==> src/rtl/pfc_pkg.sv <==
package pfc_pkg;
  typedef enum logic [1:0] {
    ST_IDLE  = 2'd0,
    ST_WORK  = 2'd1,
    ST_STALL = 2'd2
  } stage_st_e;
endpackage

==> src/rtl/pfc_rst_sync.sv <==
module pfc_rst_sync (
  input  logic clk,
  input  logic rst_n,
  output logic rst_n_sync
);
  logic [1:0] sync_q;

  always_ff @(posedge clk or negedge rst_n) begin
    if (!rst_n) sync_q <= 2'b00;
    else        sync_q <= {sync_q[0], 1'b1};
  end

  assign rst_n_sync = sync_q[1];
endmodule

==> src/rtl/pfc_stage.sv <==
module pfc_stage
  import pfc_pkg::*;
#(
  parameter int TAGW = 8,
  parameter int LENW = 4
) (
  input  logic            clk,
  input  logic            rst_n,
  input  logic            up_avail,
  input  logic [TAGW-1:0] up_tag,
  input  logic            dn_accept,
  input  logic [LENW-1:0] len,
  input  logic            quash,
  output stage_st_e       st,
  output logic            done,
  output logic            acc_up,
  output logic [TAGW-1:0] tag
);
  stage_st_e       st_q, st_n;
  logic [LENW-1:0] cnt_q, cnt_n;
  logic [TAGW-1:0] tag_q;
  logic            last, done_raw, take, cnt_en;

  assign last     = (cnt_q <= LENW'(1));
  assign done_raw = ((st_q == ST_WORK) && last) || (st_q == ST_STALL);
  assign done     = done_raw && !quash;
  assign acc_up   = !quash && ((st_q == ST_IDLE) || (done_raw && dn_accept));
  assign take     = up_avail && acc_up;

  always_comb begin
    st_n = st_q;
    if (quash) begin
      st_n = ST_IDLE;
    end else begin
      unique case (st_q)
        ST_IDLE:  st_n = take ? ST_WORK : ST_IDLE;
        ST_WORK: begin
          if (!last)          st_n = ST_WORK;
          else if (dn_accept) st_n = take ? ST_WORK : ST_IDLE;
          else                st_n = ST_STALL;
        end
        ST_STALL: begin
          if (dn_accept) st_n = take ? ST_WORK : ST_IDLE;
          else           st_n = ST_STALL;
        end
        default:  st_n = ST_IDLE;
      endcase
    end
  end

  always_comb begin
    cnt_en = 1'b0;
    cnt_n  = cnt_q;
    if (take) begin
      cnt_en = 1'b1;
      cnt_n  = (len == '0) ? LENW'(1) : len;
    end else if (st_q == ST_WORK && !last) begin
      cnt_en = 1'b1;
      cnt_n  = cnt_q - LENW'(1);
    end
  end

  always_ff @(posedge clk or negedge rst_n) begin
    if (!rst_n) begin
      st_q  <= ST_IDLE;
      cnt_q <= '0;
      tag_q <= '0;
    end else begin
      st_q <= st_n;
      if (cnt_en) cnt_q <= cnt_n;
      if (take)   tag_q <= up_tag;
    end
  end

  assign st  = st_q;
  assign tag = tag_q;

  assert_quash_to_idle_R8: assert property (@(posedge clk) disable iff (!rst_n)
    quash |=> st_q == ST_IDLE);

  assert_stall_hold_R5: assert property (@(posedge clk) disable iff (!rst_n)
    (st_q == ST_STALL && !dn_accept && !quash) |=> (st_q == ST_STALL && $stable(tag_q)));

  assert_work_count_R3: assert property (@(posedge clk) disable iff (!rst_n)
    (st_q == ST_WORK && !last && !quash) |=> (st_q == ST_WORK && cnt_q == $past(cnt_q) - LENW'(1)));

  assert_take_when_free_R4: assert property (@(posedge clk) disable iff (!rst_n)
    (take && st_q != ST_IDLE) |-> (done_raw && dn_accept));
endmodule

==> src/rtl/pfc_exc.sv <==
module pfc_exc #(
  parameter int NSTAGE = 4
) (
  input  logic              clk,
  input  logic              rst_n,
  input  logic [NSTAGE-1:0] fault,
  input  logic [NSTAGE-1:0] active,
  output logic [NSTAGE-1:0] quash,
  output logic              redirect
);
  localparam int IW = (NSTAGE > 1) ? $clog2(NSTAGE) : 1;

  logic [NSTAGE-1:0] live;
  logic [IW-1:0]     win;
  logic              hit;
  logic              redir_q;

  assign live = fault & active;
  assign hit  = |live;

  always_comb begin
    win = '0;
    for (int i = 0; i < NSTAGE; i++) begin
      if (live[i]) win = IW'(i);
    end
  end

  always_comb begin
    for (int i = 0; i < NSTAGE; i++) begin
      quash[i] = hit && (IW'(i) <= win);
    end
  end

  always_ff @(posedge clk or negedge rst_n) begin
    if (!rst_n) redir_q <= 1'b0;
    else        redir_q <= hit;
  end

  assign redirect = redir_q;

  generate
    for (genvar g = 1; g < NSTAGE; g++) begin : g_prefix
      assert_quash_prefix_R9: assert property (@(posedge clk) disable iff (!rst_n)
        quash[g] |-> quash[g-1]);
      assert_oldest_wins_R9: assert property (@(posedge clk) disable iff (!rst_n)
        live[g] |-> quash[g]);
    end
  endgenerate

  assert_idle_fault_ignored_R10: assert property (@(posedge clk) disable iff (!rst_n)
    (live == '0) |-> (quash == '0));
endmodule

==> src/rtl/pfc_top.sv <==
module pfc_top
  import pfc_pkg::*;
#(
  parameter int NSTAGE = 4,
  parameter int TAGW   = 8,
  parameter int LENW   = 4
) (
  input  logic                   clk,
  input  logic                   rst_n,
  input  logic                   in_valid,
  input  logic [TAGW-1:0]        in_tag,
  output logic                   in_ready,
  input  logic [NSTAGE*LENW-1:0] stage_len,
  input  logic [NSTAGE-1:0]      stage_fault,
  output logic                   out_valid,
  output logic [TAGW-1:0]        out_tag,
  input  logic                   out_accept,
  output logic                   redirect,
  output logic [2*NSTAGE-1:0]    stage_state
);
  logic              rst_n_s;
  logic [NSTAGE-1:0] active, quash;

  pfc_rst_sync u_rst (.clk(clk), .rst_n(rst_n), .rst_n_sync(rst_n_s));

  generate
    for (genvar i = 0; i < NSTAGE; i++) begin : stg
      logic            avail_w, dn_acc_w, done_w, acc_w;
      logic [TAGW-1:0] in_tag_w, tag_w;
      stage_st_e       st_w;

      if (i == 0) begin : g_head
        assign avail_w  = in_valid;
        assign in_tag_w = in_tag;
      end else begin : g_body
        assign avail_w  = stg[i-1].done_w;
        assign in_tag_w = stg[i-1].tag_w;
      end

      if (i == NSTAGE-1) begin : g_tail
        assign dn_acc_w = out_accept;
      end else begin : g_mid
        assign dn_acc_w = stg[i+1].acc_w;
      end

      pfc_stage #(.TAGW(TAGW), .LENW(LENW)) u_stage (
        .clk      (clk),
        .rst_n    (rst_n_s),
        .up_avail (avail_w),
        .up_tag   (in_tag_w),
        .dn_accept(dn_acc_w),
        .len      (stage_len[i*LENW +: LENW]),
        .quash    (quash[i]),
        .st       (st_w),
        .done     (done_w),
        .acc_up   (acc_w),
        .tag      (tag_w)
      );

      assign active[i]          = (st_w != ST_IDLE);
      assign stage_state[2*i +: 2] = st_w;
    end
  endgenerate

  pfc_exc #(.NSTAGE(NSTAGE)) u_exc (
    .clk     (clk),
    .rst_n   (rst_n_s),
    .fault   (stage_fault),
    .active  (active),
    .quash   (quash),
    .redirect(redirect)
  );

  assign in_ready  = stg[0].acc_w;
  assign out_valid = stg[NSTAGE-1].done_w;
  assign out_tag   = stg[NSTAGE-1].tag_w;

  assert_redirect_cause_R10: assert property (@(posedge clk) disable iff (!rst_n_s)
    redirect |-> $past(|quash));

  assert_out_hold_R5: assert property (@(posedge clk) disable iff (!rst_n_s)
    (out_valid && !out_accept && !quash[NSTAGE-1]) |=> (out_valid && $stable(out_tag)));
endmodule

==> config.mk <==
export PLATFORM = sky130hd
export DESIGN_NAME = pfc_top
export DESIGN_NICKNAME = d
export VERILOG_FILES = /design/src/rtl/pfc_pkg.sv /design/src/rtl/pfc_rst_sync.sv /design/src/rtl/pfc_stage.sv /design/src/rtl/pfc_exc.sv /design/src/rtl/pfc_top.sv
export SDC_FILE = /design/constraint.sdc
export NUM_CORES = 1
export LEC_CHECK = 0
export BUFFER_PORTS_ARGS = -buffer_cell sky130_fd_sc_hd__buf_2
export CELL_PAD_IN_SITES_DETAIL_PLACEMENT = 0
export CELL_PAD_IN_SITES_GLOBAL_PLACEMENT = 2
export CORE_MARGIN = 2
export CORE_UTILIZATION = 36
export CTS_BUF_LIST = sky130_fd_sc_hd__clkbuf_2
export CTS_CLUSTER_SIZE = 24
export DETAILED_ROUTE_END_ITERATION = 10
export PLACE_DENSITY_LB_ADDON = 0.3
export SLEW_MARGIN = 20
export SYNTH_ARGS = -nofsm -noshare
export SYNTH_HDL_FRONTEND = slang
export SYNTH_HIERARCHICAL = 1
export SYNTH_SLANG_ARGS = --single-unit
export TNS_END_PERCENT = 5
==> constraint.sdc <==
create_clock -name clk -period 1.9 [get_ports clk]
set_input_delay 0.19 -clock clk [delete_from_list [all_inputs] [get_ports clk]]
set_output_delay 0.19 -clock clk [all_outputs]
set_load 0.005 [all_outputs]
# Word-level counts from Yosys, hierarchy flattened
# Cells that the tools add are included.
# Widths: inputs -> output; s select.
[word_totals]
wordCells = 143
ff_bits = 59
output_inout_bits = 19
[classes]
muxes = 43
addsub = 4
eq_ne = 8
order_cmp = 8
bitwise = 1
n_reduce_logical = 65
[op_table]
columns = ["operator", "n"]
rows = [
  ["$mux 4", 12],
  ["$logic_and 1x1->1", 28],
  ["$mux 2", 14],
  ["$pmux 2 s3", 4],
  ["$le 4x1->1 const B", 4],
  ["$logic_not 4->1", 4],
  ["$reduce_bool 2->1", 8],
  ["$sub 4x1->4 const B", 4],
  ["$mux 1", 13],
  ["$eq 2x1->1 const B", 4],
  ["$eq 2x2->1 const B", 4],
  ["$logic_not 1->1", 8],
  ["$logic_not 2->1", 4],
  ["$logic_or 1x1->1", 8],
  ["$reduce_and 2->1", 4],
  ["$and 4x4->4", 1],
  ["$le 1x2->1 const A", 2],
  ["$le 2x2->1 const A", 2],
  ["$reduce_or 4->1", 1],
]

# Longest topological paths before layout
# Gate-level depths: netlist (run 1).
[depth]
word_depth = 24
depth_mapped = 15
depth_no_buf = 14

# By module
# Netlist (run 1), hierarchy kept.
[modules_own_cells]
columns = ["mod", "area_per_inst_um2", "instances", "seq_area_each_um2", "cells_each"]
rows = [
  ["pfc_stage", 800.8, 4, 350.3, 66],
  ["pfc_exc", 67.6, 1, 25.0, 8],
  ["pfc_rst_sync", 53.8, 1, 50.0, 3],
  ["pfc_top", 25.0, 1, 0.0, 4],
]

# Worst setup path after synthesis (run 1)
# Ideal clock, no wire load.
[synth_path]
kind = "reg-to-reg"
startpoint = "reg stg[3].u_stage.cnt_q[0]"
endpoint = "reg stg[0].u_stage.cnt_q[1]"
t_required_ps = 1775
path_slack_ps = -914
path_stages_with_launch = 16
path_buffers = 1
synth_period_minus_slack_ps = 2814
t_arrival_ps = 2689
path_cell_list = "dfrtp_1 -> inv_1 -> ha_1 -> nor2_4 -> o41ai_1 -> a21oi_1 -> nor2_1 -> a21oi_1 -> nor2_1 -> a21oi_1 -> nor2_1 -> inv_1 -> a2111oi_2 -> or2_4 -> buf_12 -> mux2_4"
[synth_via]
elab_chain_len = 18
[synth_lines]
columns = ["element", "line", "text"]
rows = [
  ["from (decl)", "pfc_stage.sv:20", "logic [LENW-1:0] cnt_q, cnt_n;"],
  ["from (signal assigned)", "pfc_stage.sv:70", "if (cnt_en) cnt_q <= cnt_n;"],
  ["$le 4x1->1 *", "pfc_stage.sv:24", "assign last = (cnt_q <= LENW'(1));"],
  ["$logic_and 1x1->1 *", "pfc_stage.sv:25", "assign done_raw = ((st_q == ST_WORK) && last) || (st_q == ST_STALL);"],
  ["$logic_or 1x1->1 *", "pfc_stage.sv:25", ""],
  ["$logic_and 1x1->1 *", "pfc_stage.sv:27", "assign acc_up = !quash && ((st_q == ST_IDLE) || (done_raw && dn_accept));"],
  ["$logic_or 1x1->1 *", "pfc_stage.sv:27", ""],
  ["$logic_and 1x1->1 *", "pfc_stage.sv:27", ""],
  ["net stg[2].dn_acc_w", "pfc_top.sv:28", "logic avail_w, dn_acc_w, done_w, acc_w;"],
  ["$logic_and 1x1->1 *", "pfc_stage.sv:27", ""],
  ["[... 2 more ...]", "n/a", ""],
  ["net stg[1].dn_acc_w", "pfc_top.sv:28", ""],
  ["[... 2 more ...]", "n/a", ""],
  ["$logic_and 1x1->1 *", "pfc_stage.sv:27", ""],
  ["net stg[0].dn_acc_w", "pfc_top.sv:28", ""],
  ["$logic_and 1x1->1 *", "pfc_stage.sv:27", ""],
  ["$logic_or 1x1->1 *", "pfc_stage.sv:27", ""],
  ["$logic_and 1x1->1 *", "pfc_stage.sv:27", ""],
  ["$logic_and 1x1->1 *", "pfc_stage.sv:28", "assign take = up_avail && acc_up;"],
  ["$reduce_bool 2->1 (no line) / $mux 1 (equally long branches)", "n/a", ""],
  ["$reduce_and 2->1 (no line)", "n/a", ""],
  ["to (signal assigned)", "pfc_stage.sv:70", ""],
  ["to (decl)", "pfc_stage.sv:20", ""],
]
# The timed path passes the listed nets; every way through them passes the cells marked *.
# A chain may end at the register's enable or synchronous reset.

# Worst setup path in the final report (run 1)
[layout_path]
startpoint = "reg stg[3].u_stage.cnt_q[0]"
endpoint = "reg stg[0].u_stage.tag_q[4]"
[layout_via]
elab_chain_len = 16
[layout_lines]
columns = ["element", "line", "text"]
rows = [
  ["$le 4x1->1", "pfc_stage.sv:24", ""],
  ["$logic_and 1x1->1", "pfc_stage.sv:25", ""],
  ["$logic_or 1x1->1", "pfc_stage.sv:25", ""],
  ["$logic_and 1x1->1", "pfc_stage.sv:27", ""],
  ["$logic_or 1x1->1", "pfc_stage.sv:27", ""],
  ["$logic_and 1x1->1", "pfc_stage.sv:27", ""],
  ["net stg[2].dn_acc_w", "pfc_top.sv:28", ""],
  ["$logic_and 1x1->1", "pfc_stage.sv:27", ""],
  ["[... 2 more ...]", "n/a", ""],
  ["net stg[1].dn_acc_w", "pfc_top.sv:28", ""],
  ["$logic_and 1x1->1", "pfc_stage.sv:27", ""],
  ["$logic_or 1x1->1", "pfc_stage.sv:27", ""],
  ["$logic_and 1x1->1", "pfc_stage.sv:27", ""],
  ["net stg[0].dn_acc_w", "pfc_top.sv:28", ""],
  ["$logic_and 1x1->1", "pfc_stage.sv:27", ""],
  ["$logic_or 1x1->1", "pfc_stage.sv:27", ""],
  ["$logic_and 1x1->1", "pfc_stage.sv:27", ""],
  ["$logic_and 1x1->1", "pfc_stage.sv:28", ""],
  ["to (signal assigned)", "pfc_stage.sv:71", "if (take) tag_q <= up_tag;"],
  ["to (decl)", "pfc_stage.sv:21", "logic [TAGW-1:0] tag_q;"],
]
# The timed path passes the listed nets, and every way through them passes these cells.

==> out/results.txt, run 1 <==
status -> finished, violations left
failing checks -> negative setup slack
P&R area growth vs syn -> 38.8%
antenna cell count -> 0
CTS buffer count -> 9
filler cell count -> 834
vias -> 2,518
WHS Path Cells -> 4
worst r2r path cells -> 14
WL/cell -> 13.7 µm
ys flop type -> dfrtp_1
slowest library cell on the worst path -> dfrtp_2
count of final setup violators -> 55
I/O Pins -> 51
H-tree depth -> 3
Hold/Removal Path Class -> in2reg
final instance area -> 0.00465 mm²
Final Net Count -> 459
arrival time worst endpoint -> 3190 ps
pre-CTS setup slack -> -993 ps
GR peak layer -> met2
vias in the first global route -> 2,570
drc violations -> 0
layout cells sized above 1 -> 0.474
Core Rows -> 35
clk buf depth -> 2
Vert. Die Dim -> 100 µm
Worst Setup Start Kind -> flop
final setup margin -> -927 ps
clock root buffer -> clkbuf_2
full die area -> 0.0101 mm²
Min Hold Slack -> 95.4 ps
Tmin final -> 2830 ps
Crit Path Class -> reg2reg
largest net degree at the start of global routing -> 42
gr ovfl total -> 0
Crit Path Max Fanout -> 6
clk slew on worst S/H paths -> 180 ps
sequential share of the synthesized area -> 0.441
Cells after Synth -> 279
flops & latches, synth -> 59
Worst setup EP type -> flop
Synth Cell Area -> 0.00335 mm²
CP Launch Point -> stg[3].u_stage/cnt_q[0]$_DFFE_PN0P_
vias per cell -> 4.71
Avg Cell Area, Syn -> 12.0 µm²
Initial Util -> 0.366
maximum vdd drop -> 0.626 mV
gpl congestion -> 0.802
most common cell in the synthesized netlist -> dfrtp_1
switching power -> 2410 µW
Die Width -> 100 µm
Yosys top cell area share -> 0.441
clock sinks -> 59
HPWL Detailed -> 5200 µm
HP Start -> stage_fault[0]
FF-to-FF Start -> stg[3].u_stage/cnt_q[0]$_DFFE_PN0P_
max-cap viol count -> 0
Crit path depth -> 14
Synth warnings -> 6
Final Hold Fails -> 0
combinational power share -> 0.568
Max Slew Vio Count -> 0
global-route wire length before repair -> 12,000 µm
Pwr Density -> 1410 mW/mm²
TritonCTS clock tree -> done
initial DRC count -> 53
dpl cell area -> 0.00407 mm²
Netlist cell types -> 34
largest cells by area after synthesis -> dfrtp_1, mux2_4, ha_1
post-route insts no fill -> 535
final wirelength -> 7320 µm
number of synthesized flops with an enable pin -> 0
fmax -> 354 MHz
# port buffers -> 50
Core Region -> 0.00915 mm²
Async S/R FF share, synth -> 1.00
met1 usage -> 0.210
Worst Skew -> 22.2 ps
slowest cell delay on critical path -> 460 ps
family with the most delay on the worst path -> simple AND/OR/NAND/NOR gates
post-route ant nets -> 0
Total GRT Usage -> 0.153
Static Leakage -> 0.00222 µW
M2 GR Usage -> 0.244
drt first pass iters -> 4
DP Cell Count -> 482
Synth area leader -> dfrtp_1
sequence of cells on the critical path -> inv_2 > ha_4 > nor2_4 > o41ai_2 > a21oi_1 > nor2_1 > a21oi_2 > nor2_2 > a21oi_1 > nor2_2 > nand4bb_1 > nor4_4 > or2_4 > mux2_4
Worst EP required -> 2260 ps
initial antenna violation count -> 0
worst path bufs/invs -> 1
met3 usage -> 0.0319
Synthesized Nets -> 319
Seq pwr share -> 0.311
Tcrit/Tclk final -> 1.49
Pint -> 4160 µW
worst-skew pair later-pin latency -> 470 ps
Clock power frac -> 0.121
RSZ-0062 raised after global routing -> yes
most instantiated cells after synthesis -> dfrtp_1, mux2_4, nor2_1
sw frac -> 0.367
[worst register-to-register path, cell delays in order, from the launching register on]
cell and delay, ps:
dfrtp_2 460, inv_2 90, ha_4 150, nor2_4 40
o41ai_2 200, a21oi_1 100, nor2_1 170, a21oi_2 80
nor2_2 130, a21oi_1 90, nor2_2 180, nand4bb_1 200
nor4_4 260, or2_4 260, mux2_4 320
[final cells by class]
cell class | count | area [µm²] | share of cell area
clock buffer | 9 | 45.0 | 0.00969
inverter | 21 | 81.3 | 0.0175
multi-input combinational | 187 | 1820 | 0.391
timing repair buffer | 141 | 1020 | 0.219
sequential | 59 | 1480 | 0.318
tap | 111 | 139 | 0.0299
clock inverter | 7 | 68.8 | 0.0148
[power by group through the flow]
stage          sequential [µW]  combinational (µW)  clock [µW]
2_1_floorplan             2020                2310           0
3_3_place_gp              2050                3290           0
3_5_place_dp              2070                3350           0
4_1_cts                   2050                3590         837
5_1_grt                   2100                4050         896
6_report                  2040                3720         796
[layer usage]
layer  part of all wire  vias to the layer above
li1                   -                     1270
met1               0.49                     1206
met2               0.47                       36
met3              0.024                        6
met4              0.012                        0
met5                  0                        -
[layout by cell type, fill, tap and decap left out, drive strengths merged, types with 2 or more instances in the layout]
cell type | synthesis | final
a21oi | 8 | 8
dlygate4sd3 | 0 | 28
nor2 | 28 | 28
a2111oi | 4 | 4
nand4bb | 4 | 4
and2b | 4 | 4
or2 | 12 | 13
clkbuf | 0 | 9
o211ai | 4 | 4
mux2i | 8 | 8
inv | 21 | 21
nor4 | 4 | 4
o2111ai | 4 | 4
or2b | 4 | 4
xnor2 | 8 | 8
and2 | 5 | 5
nand3b | 8 | 8
o31ai | 8 | 8
nand2 | 6 | 6
nor3 | 4 | 4
dfrtp | 59 | 59
mux2 | 40 | 40
buf | 13 | 113
a221oi | 4 | 4
o21ai | 4 | 4
ha | 8 | 8
o41ai | 4 | 4
clkinvlp | 0 | 4
clkinv | 0 | 2
[path summary, 6_finish.rpt]
path,slack [ps],endpoint
worst max-delay path,-930,stg[0].u_stage/tag[4]$_DFFE_PN0N_
worst min-delay path,100,u_exc/redirect$_DFF_PN0_
worst max register to register,-930,stg[0].u_stage/tag[4]$_DFFE_PN0N_
worst min register to register,220,stg[0].u_stage/tag[1]$_DFFE_PN0N_
max in group asynchronous,1110,stg[0].u_stage/tag[7]$_DFFE_PN0N_
min in group asynchronous,220,stg[0].u_stage/tag[1]$_DFFE_PN0N_
[logic make-up after synthesis]
family / share of synthesized area
xor gates and xnor gates: 0.0209
DFF: 0.441
and+or+nand+nor: 0.152
other: 0.00112
muxes: 0.194
adders and majority gates: 0.0299
buffers and inverters: 0.0616
AOI/OAI and AO/OA: 0.0994
[flip-flops by register name (all words and copies together) (netlist names)]
signal	flops
u_rst/sync_q	2
stg.u_stage/cnt_q	16
u_exc/redirect	1
stg.u_stage/st	8
stg.u_stage/tag	32
[repair_timing]
item / in CTS / in global routing
setup endpoints to repair: 55 / 56
hold buffers: 28 / 0
setup buffers: 5 / 3
gates cloned: 1 / 0
gates resized for setup: 10 / 13
pin swaps: 4 / 3
endpoints found under the hold margin: 27 / 0
[per-stage QoR]
step | setup TNS (ps) | total power [µW] | utilization
4_1_cts | -39450 | 6480 | 0.500
6_report | -36560 | 6560 | 0.508
2_1_floorplan | -27380 | 4330 | -
3_3_place_gp | -37540 | 5350 | 0.445
5_1_grt | -44860 | 7050 | 0.508
3_5_place_dp | -40170 | 5420 | 0.445
No activity file was read; power rests on OpenSTA's default activity.
==> run 2: changes to the inputs <==
- clock period: 1.9 -> 3.05 ns (I/O delays scaled with it)
==> run 2 against run 1 <==
The flow now finishes without violations. Total power decreased by 44%. Via count decreased by 8.7%. Maximum frequency decreased by 3.0%. Register-to-register slack improved by 1100 ps. Largest cell class unchanged.
==> out/results.txt, run 2 (synthesis results as in run 1) <==
status -> completed (was finished, violations left)
H-tree depth -> 3 (unchanged)
Final Util -> 0.453 (was 0.508)
Min Hold Slack -> 73.3 ps (was 95.4 ps)
Initial Util -> 0.366 (unchanged)
FF-to-FF Start -> stg[3].u_stage/cnt_q[0]$_DFFE_PN0P_ (unchanged)
fmax -> 343 MHz (was 354 MHz)
clk slew on worst S/H paths -> 200 ps (was 180 ps)
worst r2r path cells -> 15 (was 14)
actual slew at the worst max-slew pin -> 836 ps
Crit Path Max Fanout -> 12 (was 6)
vias per cell -> 4.77 (was 4.71)
Slew HR -> 0.443
Vert. Die Dim -> 100 µm (unchanged)
Max Slew Vio Count -> 0 (unchanged)
vias -> 2,300 (was 2,518)
Final Hold Fails -> 0 (unchanged)
# port buffers -> 50 (unchanged)
HPWL Detailed -> 4720 µm (was 5200 µm)
WL/cell -> 13.4 µm (was 13.7 µm)
I/O Pins -> 51 (unchanged)
Die Width -> 100 µm (unchanged)
Core Region -> 0.00915 mm² (unchanged)
filler cell count -> 876 (was 834)
antenna cell count -> 0 (unchanged)
sequence of cells on the critical path -> buf_4 > ha_4 > nor2_4 > o41ai_2 > a21oi_1 > nor2_1 > a21oi_1 > nor2_2 > a21oi_2 > nor2_2 > buf_4 > nand4bb_1 > nor4_2 > or2_4 > mux2_1 (was inv_2 > ha_4 > nor2_4 > o41ai_2 > a21oi_1 > nor2_1 > a21oi_2 > nor2_2 > a21oi_1 > nor2_2 > nand4bb_1 > nor4_4 > or2_4 > mux2_4)
P&R area growth vs syn -> 23.7% (was 38.8%)
Worst Setup Start Kind -> flop (unchanged)
drt first pass iters -> 4 (unchanged)
CTS buffer count -> 9 (unchanged)
Worst R2R End -> stg[0].u_stage/tag[7]$_DFFE_PN0N_ (was stg[0].u_stage/tag[4]$_DFFE_PN0N_)
TritonCTS clock tree -> done (unchanged)
full die area -> 0.0101 mm² (unchanged)
layout cells sized above 1 -> 0.407 (was 0.474)
post-route ant nets -> 0 (unchanged)
final wirelength -> 6470 µm (was 7320 µm)
max-cap viol count -> 0 (unchanged)
RSZ-0062 raised after global routing -> yes (unchanged)
Pwr Density -> 880 mW/mm² (was 1410 mW/mm²)
clock root buffer -> clkbuf_2 (unchanged)
drc violations -> 0 (unchanged)
clock sinks -> 59 (unchanged)
initial DRC count -> 36 (was 53)
footprint of the multi-input gates -> 0.00174 mm² (was 0.00182 mm²)
worst-skew pair later-pin latency -> 480 ps (was 470 ps)
gpl congestion -> 0.711 (was 0.802)
global-route wire length before repair -> 11,100 µm (was 12,000 µm)
gr ovfl total -> 0 (unchanged)
count of final setup violators -> 0 (was 55)
arrival time worst endpoint -> 3290 ps (was 3190 ps)
Worst EP required -> 3430 ps (was 2260 ps)
max FFs per register -> 32 (unchanged)
dpl cell area -> 0.00375 mm² (was 0.00407 mm²)
Register Area -> 0.00148 mm² (about the same)
slowest cell delay on critical path -> 420 ps (was 460 ps)
reg2reg setup slack -> 140 ps (was -930 ps)
Total GRT Usage -> 0.141 (was 0.153)
final instance area -> 0.00414 mm² (was 0.00465 mm²)
largest net degree at the start of global routing -> 39 (was 42)
Hold/Removal Path Class -> in2reg (unchanged)
Worst Skew -> 26.5 ps (was 22.2 ps)
most frequent cells in the layout -> dfrtp_1, buf_2, mux2_4 (was buf_4, dfrtp_1, buf_2)
clk buf depth -> 2 (unchanged)
initial antenna violation count -> 0 (unchanged)
Static Leakage -> 0.00197 µW (was 0.00222 µW)
Worst Hold Path EP -> stg[2].u_stage/cnt_q[0]$_DFFE_PN0P_ (was u_exc/redirect$_DFF_PN0_)
Worst setup EP type -> flop (unchanged)
Tmin final -> 2910 ps (was 2830 ps)
Tcrit/Tclk final -> 0.956 (was 1.49)
slowest library cell on the worst path -> dfrtp_1 (was dfrtp_2)
Core Rows -> 35 (unchanged)
HP Start -> stage_len[8] (was stage_fault[0])
Final Net Count -> 406 (was 459)
maximum vdd drop -> 0.417 mV (was 0.626 mV)
vias in the first global route -> 2,280 (was 2,570)
Final Power -> 3650 µW (was 6560 µW)
Crit Path Class -> reg2reg (unchanged)
WHS Path Cells -> 3 (was 4)
most common cell after layout, fill and taps aside -> dfrtp_1 (was buf_4)
run 2: worst max path at each step:
stage,startpoint,to
global route,stg[3].u_stage/cnt_q[0]$_DFFE_PN0P_,in_ready
detailed placement,stg[3].u_stage/cnt_q[0]$_DFFE_PN0P_,stg[0].u_stage/tag[7]$_DFFE_PN0N_
finish,stg[3].u_stage/cnt_q[0]$_DFFE_PN0P_,stg[0].u_stage/tag[7]$_DFFE_PN0N_
CTS,stg[3].u_stage/cnt_q[0]$_DFFE_PN0P_,in_ready
global placement,stg[3].u_stage/cnt_q[0]$_DFFE_PN0P_,stg[0].u_stage/tag[0]$_DFFE_PN0N_
floorplan,stg[3].u_stage/cnt_q[0]$_DFFE_PN0P_,stg[0].u_stage/cnt_q[1]$_DFFE_PN0P_
run 2: worst max-delay path: cells and delay by family (launching register included):
kind	cells	cell delay, ps
and+or+nand+nor	7	1100
muxes	1	350
adders and majority gates	1	140
AOI/OAI and AO/OA	4	540
buffers and inverters	2	260
DFF	1	420
run 2: report_power, final:
part | switching [µW] | total [µW] | internal (µW)
clock network | 332 | 536 | 204
registers | 270 | 1350 | 1080
logic | 777 | 1760 | 981
total | 1380 | 3650 | 2270
run 2: layout make-up:
class                      instances  area share
clock buffer                       9      0.0109
timing repair buffer              89       0.141
multi-input combinational        186       0.419
inverter                          21      0.0190
tap                              111      0.0335
clock inverter                     7      0.0202
sequential                        59       0.357
run 2: through the flow:
stage                     std cells  setup WS [ps]  TNS, ps
final                           482            135        0
after global routing            482           -111     -548
after CTS                       468           15.8        0
after detailed placement        446          -6.12    -6.43
after global placement          446            120        0
after floorplan                 279            236        0
run 2: timing repair:
action	in CTS	in global routing
hold buffers	5	11
pin swaps	2	8
setup endpoints to repair	7	24
resized for setup	1	12
buffers inserted	1	3
endpoints found under the hold margin	6	11
run 2: routing by layer:
metal / part of all wire / vias up / GRT usage
met5: 0 / - / 0
met3: 0.044 / 5 / 0.0444
met4: 0.011 / 0 / 0.0474
li1: - / 1162 / -
met1: 0.51 / 1088 / 0.202
met2: 0.44 / 45 / 0.203
